File: src/rtl/pipe_sram_pkg.sv
package pipe_sram_pkg;
  typedef enum logic [1:0] {
    OP_IDLE = 2'd0,
    OP_RD   = 2'd1,
    OP_WR   = 2'd2
  } op_e;
endpackage

File: src/rtl/pipe_sram_array.sv
module pipe_sram_array #(
  parameter int AW = 6,
  parameter int NB = 2,
  parameter int LW = 9
) (
  input  logic                 clk_i,
  input  logic [AW-1:0]        rd_addr_i,
  output logic [NB*LW-1:0]     rd_data_o,
  input  logic                 wr_en_i,
  input  logic [AW-1:0]        wr_addr_i,
  input  logic [NB-1:0]        wr_be_i,
  input  logic [NB*LW-1:0]     wr_data_i
);
  localparam int DEPTH = 1 << AW;
  localparam int DW    = NB * LW;

  logic [DW-1:0] mem_q [DEPTH];

  assign rd_data_o = mem_q[rd_addr_i];

  always_ff @(posedge clk_i) begin
    if (wr_en_i) begin
      for (int j = 0; j < NB; j++) begin
        if (wr_be_i[j]) mem_q[wr_addr_i][j*LW +: LW] <= wr_data_i[j*LW +: LW];
      end
    end
  end
endmodule

File: src/rtl/pipe_sram_decode.sv
module pipe_sram_decode
  import pipe_sram_pkg::*;
#(
  parameter int AW = 6,
  parameter int NB = 2
) (
  input  logic           clk_i,
  input  logic           rst_ni,
  input  logic           en_i,
  input  logic           ce_n_i,
  input  logic           adv_ld_i,
  input  logic           we_n_i,
  input  logic [NB-1:0]  bw_n_i,
  input  logic [AW-1:0]  addr_i,
  output op_e            cmd_op_o,
  output logic [AW-1:0]  cmd_addr_o,
  output logic [NB-1:0]  cmd_be_o
);
  op_e           bst_op_q;
  logic [AW-1:0] bst_addr_q;
  logic [AW-1:0] bst_next;

  // linear wrap inside a 4-word group
  assign bst_next = {bst_addr_q[AW-1:2], bst_addr_q[1:0] + 2'd1};

  always_comb begin
    if (!adv_ld_i) begin
      cmd_addr_o = addr_i;
      if (ce_n_i)      cmd_op_o = OP_IDLE;
      else if (we_n_i) cmd_op_o = OP_RD;
      else             cmd_op_o = OP_WR;
    end else begin
      cmd_addr_o = bst_next;
      cmd_op_o   = bst_op_q;
    end
    cmd_be_o = (cmd_op_o == OP_WR) ? ~bw_n_i : '0;
  end

  always_ff @(posedge clk_i or negedge rst_ni) begin
    if (!rst_ni) begin
      bst_op_q   <= OP_IDLE;
      bst_addr_q <= '0;
    end else if (en_i) begin
      bst_op_q   <= cmd_op_o;
      bst_addr_q <= cmd_addr_o;
    end
  end
endmodule

File: src/rtl/pipe_sram_pipe.sv
module pipe_sram_pipe
  import pipe_sram_pkg::*;
#(
  parameter int AW = 6,
  parameter int NB = 2,
  parameter int LW = 9
) (
  input  logic              clk_i,
  input  logic              rst_ni,
  input  logic              en_i,
  input  op_e               cmd_op_i,
  input  logic [AW-1:0]     cmd_addr_i,
  input  logic [NB-1:0]     cmd_be_i,
  input  logic [NB*LW-1:0]  dq_i,
  output logic [AW-1:0]     rd_addr_o,
  input  logic [NB*LW-1:0]  rd_data_i,
  output logic              wr_en_o,
  output logic [AW-1:0]     wr_addr_o,
  output logic [NB-1:0]     wr_be_o,
  output logic [NB*LW-1:0]  wr_data_o,
  output logic [NB*LW-1:0]  dout_o,
  output logic              drive_o,
  output op_e               s1_op_o,
  output logic [AW-1:0]     s1_addr_o,
  output op_e               s2_op_o
);
  localparam int DW = NB * LW;

  op_e           s1_op_q,   s2_op_q;
  logic [AW-1:0] s1_addr_q, s2_addr_q;
  logic [NB-1:0] s1_be_q,   s2_be_q;
  logic [DW-1:0] dout_q;
  logic [DW-1:0] rd_merged;
  logic          hit;

  assign hit = (s2_op_q == OP_WR) && (s2_addr_q == s1_addr_q);

  // forward lanes of the write being captured this edge
  for (genvar j = 0; j < NB; j++) begin : g_lane
    assign rd_merged[j*LW +: LW] = (hit && s2_be_q[j]) ? dq_i[j*LW +: LW]
                                                       : rd_data_i[j*LW +: LW];
  end

  always_ff @(posedge clk_i or negedge rst_ni) begin
    if (!rst_ni) begin
      s1_op_q   <= OP_IDLE;
      s2_op_q   <= OP_IDLE;
      s1_addr_q <= '0;
      s2_addr_q <= '0;
      s1_be_q   <= '0;
      s2_be_q   <= '0;
      dout_q    <= '0;
    end else if (en_i) begin
      s1_op_q   <= cmd_op_i;
      s1_addr_q <= cmd_addr_i;
      s1_be_q   <= cmd_be_i;
      s2_op_q   <= s1_op_q;
      s2_addr_q <= s1_addr_q;
      s2_be_q   <= s1_be_q;
      if (s1_op_q == OP_RD) dout_q <= rd_merged;
    end
  end

  assign rd_addr_o = s1_addr_q;
  assign wr_en_o   = en_i && (s2_op_q == OP_WR) && (|s2_be_q);
  assign wr_addr_o = s2_addr_q;
  assign wr_be_o   = s2_be_q;
  assign wr_data_o = dq_i;
  assign dout_o    = dout_q;
  assign drive_o   = (s2_op_q == OP_RD);
  assign s1_op_o   = s1_op_q;
  assign s1_addr_o = s1_addr_q;
  assign s2_op_o   = s2_op_q;
endmodule

File: src/rtl/pipe_sram.sv
module pipe_sram
  import pipe_sram_pkg::*;
#(
  parameter int AW = 6,
  parameter int NB = 2,
  parameter int LW = 9
) (
  input  logic              clk_i,
  input  logic              rst_ni,
  input  logic              cen_n_i,
  input  logic              zz_i,
  input  logic              ce_n_i,
  input  logic              adv_ld_i,
  input  logic              we_n_i,
  input  logic [NB-1:0]     bw_n_i,
  input  logic [AW-1:0]     addr_i,
  input  logic              oe_n_i,
  input  logic [NB*LW-1:0]  dq_i,
  output logic [NB*LW-1:0]  dq_o,
  output logic              dq_oe_o
);
  localparam int DW = NB * LW;

  logic          en;
  op_e           cmd_op;
  logic [AW-1:0] cmd_addr;
  logic [NB-1:0] cmd_be;
  logic [AW-1:0] rd_addr;
  logic [DW-1:0] rd_data;
  logic          wr_en;
  logic [AW-1:0] wr_addr;
  logic [NB-1:0] wr_be;
  logic [DW-1:0] wr_data;
  logic [DW-1:0] dout;
  logic          drive;
  op_e           s1_op;
  logic [AW-1:0] s1_addr;
  op_e           s2_op;

  assign en = !cen_n_i && !zz_i;

  pipe_sram_decode #(.AW(AW), .NB(NB)) i_decode (
    .clk_i      (clk_i),
    .rst_ni     (rst_ni),
    .en_i       (en),
    .ce_n_i     (ce_n_i),
    .adv_ld_i   (adv_ld_i),
    .we_n_i     (we_n_i),
    .bw_n_i     (bw_n_i),
    .addr_i     (addr_i),
    .cmd_op_o   (cmd_op),
    .cmd_addr_o (cmd_addr),
    .cmd_be_o   (cmd_be)
  );

  pipe_sram_pipe #(.AW(AW), .NB(NB), .LW(LW)) i_pipe (
    .clk_i      (clk_i),
    .rst_ni     (rst_ni),
    .en_i       (en),
    .cmd_op_i   (cmd_op),
    .cmd_addr_i (cmd_addr),
    .cmd_be_i   (cmd_be),
    .dq_i       (dq_i),
    .rd_addr_o  (rd_addr),
    .rd_data_i  (rd_data),
    .wr_en_o    (wr_en),
    .wr_addr_o  (wr_addr),
    .wr_be_o    (wr_be),
    .wr_data_o  (wr_data),
    .dout_o     (dout),
    .drive_o    (drive),
    .s1_op_o    (s1_op),
    .s1_addr_o  (s1_addr),
    .s2_op_o    (s2_op)
  );

  pipe_sram_array #(.AW(AW), .NB(NB), .LW(LW)) i_array (
    .clk_i     (clk_i),
    .rd_addr_i (rd_addr),
    .rd_data_o (rd_data),
    .wr_en_i   (wr_en),
    .wr_addr_i (wr_addr),
    .wr_be_i   (wr_be),
    .wr_data_i (wr_data)
  );

  // output enable is asynchronous; sleep floats the bus
  assign dq_oe_o = drive && !oe_n_i && !zz_i;
  assign dq_o    = dout;
endmodule

File: config.mk
export PLATFORM = sky130hd
export DESIGN_NAME = pipe_sram
export DESIGN_NICKNAME = d
export VERILOG_FILES = /design/src/rtl/pipe_sram_pkg.sv /design/src/rtl/pipe_sram_array.sv /design/src/rtl/pipe_sram_decode.sv /design/src/rtl/pipe_sram_pipe.sv /design/src/rtl/pipe_sram.sv
export SDC_FILE = /design/constraint.sdc
export NUM_CORES = 1
export LEC_CHECK = 0
export BUFFER_PORTS_ARGS = -buffer_cell sky130_fd_sc_hd__buf_4
export CAP_MARGIN = 20
export CORE_MARGIN = 2
export CORE_UTILIZATION = 55
export CTS_CLUSTER_SIZE = 16
export DETAILED_ROUTE_END_ITERATION = 16
export GPL_TIMING_DRIVEN = 0
export PLACE_DENSITY = 0.71
export SYNTH_ARGS = -nofsm -noshare
export SYNTH_HDL_FRONTEND = slang
export SYNTH_SLANG_ARGS = --single-unit
File: constraint.sdc
create_clock -name clk_i -period 6 [get_ports clk_i]
set_clock_uncertainty 0.1 [all_clocks]
set_input_delay 1.2 -clock clk_i [delete_from_list [all_inputs] [get_ports clk_i]]
set_output_delay 1.2 -clock clk_i [all_outputs]
set_load 0.02 [all_outputs]
Word-level counts from Yosys, hierarchy flattened --
Memory sizes are Yosys's and may differ from the RTL's. A register that Yosys moved wholly into a read port is not among the register bits. Index checks and enable logic that the tools add are counted.
Word-level totals: memory bits (writable) 1152, bits of input ports 34, bits in registers 20, memories kept 1, logic and storage cells 38, output and inout bits 19
Memories:
- i_array.mem_q | depth 64, width 18, read ports 1, clocked after memory_dff 1, wr ports 1, RTL line pipe_sram_array.sv:17 | logic [DW-1:0] mem_q [DEPTH];
Cells by class: add/subtract/negate cells 1, bitwise gates (word level) 2, equal/unequal tests 4, reduce and logical (&&, ||, !) cells 12, muxes and demuxes 11
Operator list (number):
- 2-bit two-way mux | 4
- 1-bit two-way mux | 6
- 6-bit two-way mux | 1
- 1-bit logical AND | 5
- 2-bit by 1-bit equality test with 1-bit output, second input constant | 2
- 2-bit equality test, second input constant | 2
- 1-bit logical NOT | 4
- 2-bit AND reduction | 2
- 2-bit by 1-bit adder with 2-bit output, second input constant | 1
- 2-bit NOT | 1
- 2-bit OR reduction | 1
- 1-bit NOT | 1

Longest topological paths before layout --
word-level depth 6, mapped depth 10, mapped depth without buffers 5

Modules after synthesis --
A second synthesis with hierarchy kept.
Unflattened totals: cell total of the unflattened synthesis 2220, area, all modules 47060.1 um^2
By module, submodules not included:
- pipe_sram_array | area an instance 44453.9 um^2, instances 1, cells an instance 1965
- pipe_sram_pipe | area an instance 2134.5 um^2, instances 1, cells an instance 212
- pipe_sram_decode | area an instance 455.4 um^2, instances 1, cells an instance 41
- pipe_sram | area an instance 16.3 um^2, instances 1, cells an instance 2

Worst setup path before layout --
No wires, ideal clock.
kind input to output, start point input port zz_i, end point output port dq_oe_o, stages on the path 1, setup slack 2.724 ns, data required time 4.700 ns, data arrival time 1.976 ns, buffers on the path 0, cell sequence nor4b_1
Between the ends: cells in the longest elaborated chain, start to end 2
RTL lines:
- start: declaration | RTL line pipe_sram.sv:11 | input logic zz_i,
- 1-bit logical NOT | RTL line pipe_sram.sv:88 | assign dq_oe_o = drive && !oe_n_i && !zz_i;
- 1-bit logical AND | RTL line pipe_sram.sv:88
- end: declaration | RTL line pipe_sram.sv:20 | output logic dq_oe_o
No other way between the ends.

Worst setup path in the final report --
start point input port cen_n_i, end point memory i_array.mem_q[38][3] (netlist bit), enable pin
Between the ends: cells in the longest elaborated chain, start to end 6
RTL lines:
- start: declaration | RTL line pipe_sram.sv:10 | input logic cen_n_i,
- 1-bit logical NOT | RTL line pipe_sram.sv:40 | assign en = !cen_n_i && !zz_i;
- 1-bit logical AND | RTL line pipe_sram.sv:40
- 1-bit logical AND (2 in series) | RTL line pipe_sram_pipe.sv:65 | assign wr_en_o = en_i && (s2_op_q == OP_WR) && (|s2_be_q);
- 1-bit two-way mux | RTL line pipe_sram_array.sv:22 | if (wr_en_i) begin
- 1-bit two-way mux (implied by the code) | RTL line pipe_sram_array.sv:24 | if (wr_be_i[j]) mem_q[wr_addr_i][j*LW +: LW] <= wr_data_i[j*LW +: LW];
- end: declaration | RTL line pipe_sram_array.sv:17
No other way between the ends.

==> flow_summary.toml <==
[outcome]
status = "complete, no violations"

[placement]
dpl.hpwl_um = 84600
dp_slack_ns = 1.21
portBuffers = 52
gp_congestion = 0.968

[route]
vias = 24291
initialDrtViolationCount = 3909
via_per_inst = 6.92
drt_drc_violations_left = 0
ant_nets = 0
postRouteWirelength_um = 129000
dr.pass1.iters = 6
wl_per_cell_um = 36.9

[hold_path]
hp-class = "reg -> reg"
worstHoldEndpoint = "i_pipe.wr_be_o[1]"
holdCritStartpoint = "i_pipe.s1_be_q[1]"
hold_path_depth = 2

[setup_path]
worstPathMaxFanout = 10
endpoint_kind = "flip-flop"
critPathArrivalTime_ns = 4.49
cp_top_family = "simple AND/OR/NAND/NOR gates"
path_class = "in -> reg"
crit_buf_inv = 2
crit_path_max_incr_delay_ns = 1.18
crit_chain = "buf_4 > nor2_1 > and4b_1 > clkbuf_1 > nand4b_1 > nor2_1"
timing.rr.end = "i_pipe.dout_o[13]"
critical_path.most_common_cell = "nor2_1"
worstSetupStartpointType = "input pin"
slowest_stage = "nor2_1"
cp_data_required_time_ns = 6.19
reg2reg_from = "i_pipe.rd_addr_o[1]"
rrSetupSlack_ns = 1.72
reg2regPathDepth = 10

[timing]
finalHoldViolations = 0
setup_ws_ns = 1.70
whs_ns = 0.382
tns_ns = 0
tightest_slew_ns = 1.27
setup_violations = 0
period_minus_slack_ns = 4.30
period_share_pct = 71.6
maxSlewHeadroom_pct = 15.6
maxSlewViolCount = 0
max_freq_mhz = 233
rsz0062_at_grt = "no"

[grt]
grt_pass1_vias = 23862
grt_overflow = 0
grt_pass1_wl_um = 180000
grt_usage_pct = 30.5
antenna_found_initial = 4
grt_max_degree = 66

[power_and_ir_drop]
p_per_area_nw_per_um2 = 373
swShare_pct = 26.4
leakage_nw = 16.4
internal-power_w = 0.0143
comb_power_share_pct = 16.1
switching_power_w = 0.00513
power_w = 0.0194
power_frac_seq_pct = 48.1
irDropWorstVdd_mv = 0.371
pwr-share-clk_pct = 35.8

[clock_tree]
cts.reportedPaths.clkPinSlew_ns = 0.06
clock_latency_ns = 0.70
cts_tree = "yes"
clock_sinks = 1190
cts_root_buffer = "clkbuf_16"
numCtsBuffers = 114
cts_buffer_depth = 3
cts_resized = 0
hold_buffers = 0
cts_setup_buffers = 0
h-tree-depth = 3

[die]
initial_core_util_pct = 55.4
top_level_ports = 53
die_w_um = 294
rows = 106
dieArea_um2 = 86300
core_um2 = 83400
die_h_um = 294

[finish]
drive_gt1_share_pct = 26.5
num_antenna_cells = 0
areaGrowthSynthToFinish_pct = 12.7
fill_cells = 5555
final_nets = 2367

[synth]
synth_cell_types = 50
syn-num-nets = 2153
yosysWarnings = 0
yosysSeqAreaShare_pct = 77.0
synth-edff-count = 1152
synthCells = 2119
synth_area_um2 = 46200
synth_area_per_cell_um2 = 21.8
ys_seq_elements = 1190
synthFlopType = "edfxtp_1"
async_reset_ff_share_pct = 3.19

[run]
drv_cap = 0
==> power by group through the flow <==
| stage | Combinational [W] | Clock, W | Sequential (W) |
|---|---|---|---|
| 3_3_place_gp | 0.00297 | 0 | 0.00949 |
| 6_report | 0.00313 | 0.00696 | 0.00934 |
| 2_1_floorplan | 0.00166 | 0 | 0.00948 |
| 5_1_grt | 0.00320 | 0.00732 | 0.00933 |
| 3_5_place_dp | 0.00304 | 0 | 0.00949 |
| 4_1_cts | 0.00306 | 0.00700 | 0.00932 |
==> flip-flops by register name, indices dropped and copies added (netlist names) <==
name               flops
i_array.mem_q       1152
i_pipe.wr_be_o         2
i_pipe.s1_be_q         2
i_pipe.rd_addr_o       6
i_pipe.s2_op_o         2
i_pipe.wr_addr_o       6
i_decode.bst_op_q      2
i_pipe.dout_o         18
==> kinds of logic after synthesis <==
kind of cell | Yosys count | share of synthesized area, %
AOI/OAI and AO/OA | 137 | 2.09
xor gates and xnor gates | 6 | 0.114
buffers and inverters | 133 | 1.47
DFF | 1190 | 77.0
muxes | 363 | 16.6
and+or+nand+nor | 290 | 2.79
==> area by class of cell <==
cell class              count  area (µm²)  area share [%]
repair buffers             98         910            1.75
clock buffers             142        3000            5.76
multi-input cells         796        9960            19.1
well taps                1080        1350            2.60
plain buffers             121         634            1.22
inverters                  12        45.0          0.0866
clock inverters            69         589            1.13
flip-flops and latches   1190       35500            68.3
==> worst reg2reg max path: cells and delay by family, from the launching register on <==
| family | cells | cell delay, ns |
|---|---|---|
| AND/OR/NAND/NOR | 1 | 0.10 |
| multiplexers | 1 | 0.39 |
| flip-flops | 1 | 0.33 |
| buffers and inverters | 5 | 2.51 |
| AO/OA/AOI/OAI | 3 | 0.71 |
==> synth_stat cells, drive strengths merged, types with 2 or more instances <==
library cell     n  area, µm²
a211oi           9       67.6
a21boi           2       15.0
a21oi           19       95.1
a221oi           6       52.6
a22oi           55        413
a2bb2oi          2       17.5
a311oi           2       17.5
a31oi            6       37.5
a32oi            4       35.0
and2             5       31.3
and3             3       18.8
and4b            2       20.0
buf             67        432
clkbuf          54        203
dfrtp           38        951
edfxtp        1152      34600
inv             12       45.0
mux2             7       78.8
mux2i           36        360
mux4           320       7210
nand2           67        251
nand2b           3       18.8
nand3           24        120
nand3b           8       60.1
nand4           11       68.8
nand4b           2       17.5
nor2           147        552
nor2b            5       31.3
nor3             2       10.0
nor4             2       18.8
o211ai           5       37.5
o21ai           12       60.1
o22ai            5       31.3
o41ai            3       26.3
or3              3       18.8
or3b             4       35.0
xor2             6       52.6
==> stage by stage <==
step | util [%] | instances | instance area (µm²)
global route | 62.4 | 3508 | 52000
CTS | 62.0 | 3479 | 51700
finish | 62.4 | 3508 | 52000
floorplan | - | 2119 | 46200
global placement | 57.4 | 3251 | 47900
detailed placement | 57.7 | 3268 | 48100
==> per-layer routing <==
layer	wire (µm)	track usage, %	vias to the layer above
met4	6230	13.3	6
met5	40	0	-
met2	58600	45.0	1808
met3	17400	8.45	315
met1	47100	43.3	12825
li1	-	-	9337
==> worst max path at each step <==
stage	start	end	depth (start not counted)
2_1_floorplan	zz_i	dq_oe_o	1
3_3_place_gp	i_pipe.rd_addr_o[1]	i_pipe.dout_o[13]	8
3_5_place_dp	i_pipe.rd_addr_o[1]	i_pipe.dout_o[13]	9
4_1_cts	i_pipe.rd_addr_o[1]	i_pipe.dout_o[13]	9
5_1_grt	i_pipe.rd_addr_o[1]	i_pipe.dout_o[13]	10
6_report	cen_n_i	i_array.mem_q[38][3]	6
==> layout by cell type, fill, tap and decap left out, drive strengths merged, types with 3 or more instances in the layout <==
master	Yosys	layout
edfxtp	1152	1152
o41ai	3	3
nand2	67	67
or3b	4	4
nand4	11	11
and3	3	3
a22oi	55	55
bufinv	0	9
nand2b	3	3
buf	67	163
dfrtp	38	38
a21oi	19	19
mux2i	36	36
clkbuf	54	198
mux4	320	320
and2	5	5
o211ai	5	5
a31oi	6	6
o22ai	5	5
clkinv	0	53
a221oi	6	6
inv	12	17
mux2	7	7
or3	3	3
nand3	24	24
nor2	147	147
o21ai	12	12
xor2	6	6
a211oi	9	9
a32oi	4	4
nand3b	8	8
nor2b	5	5
Note: power is estimated with default switching activity, not from simulation.
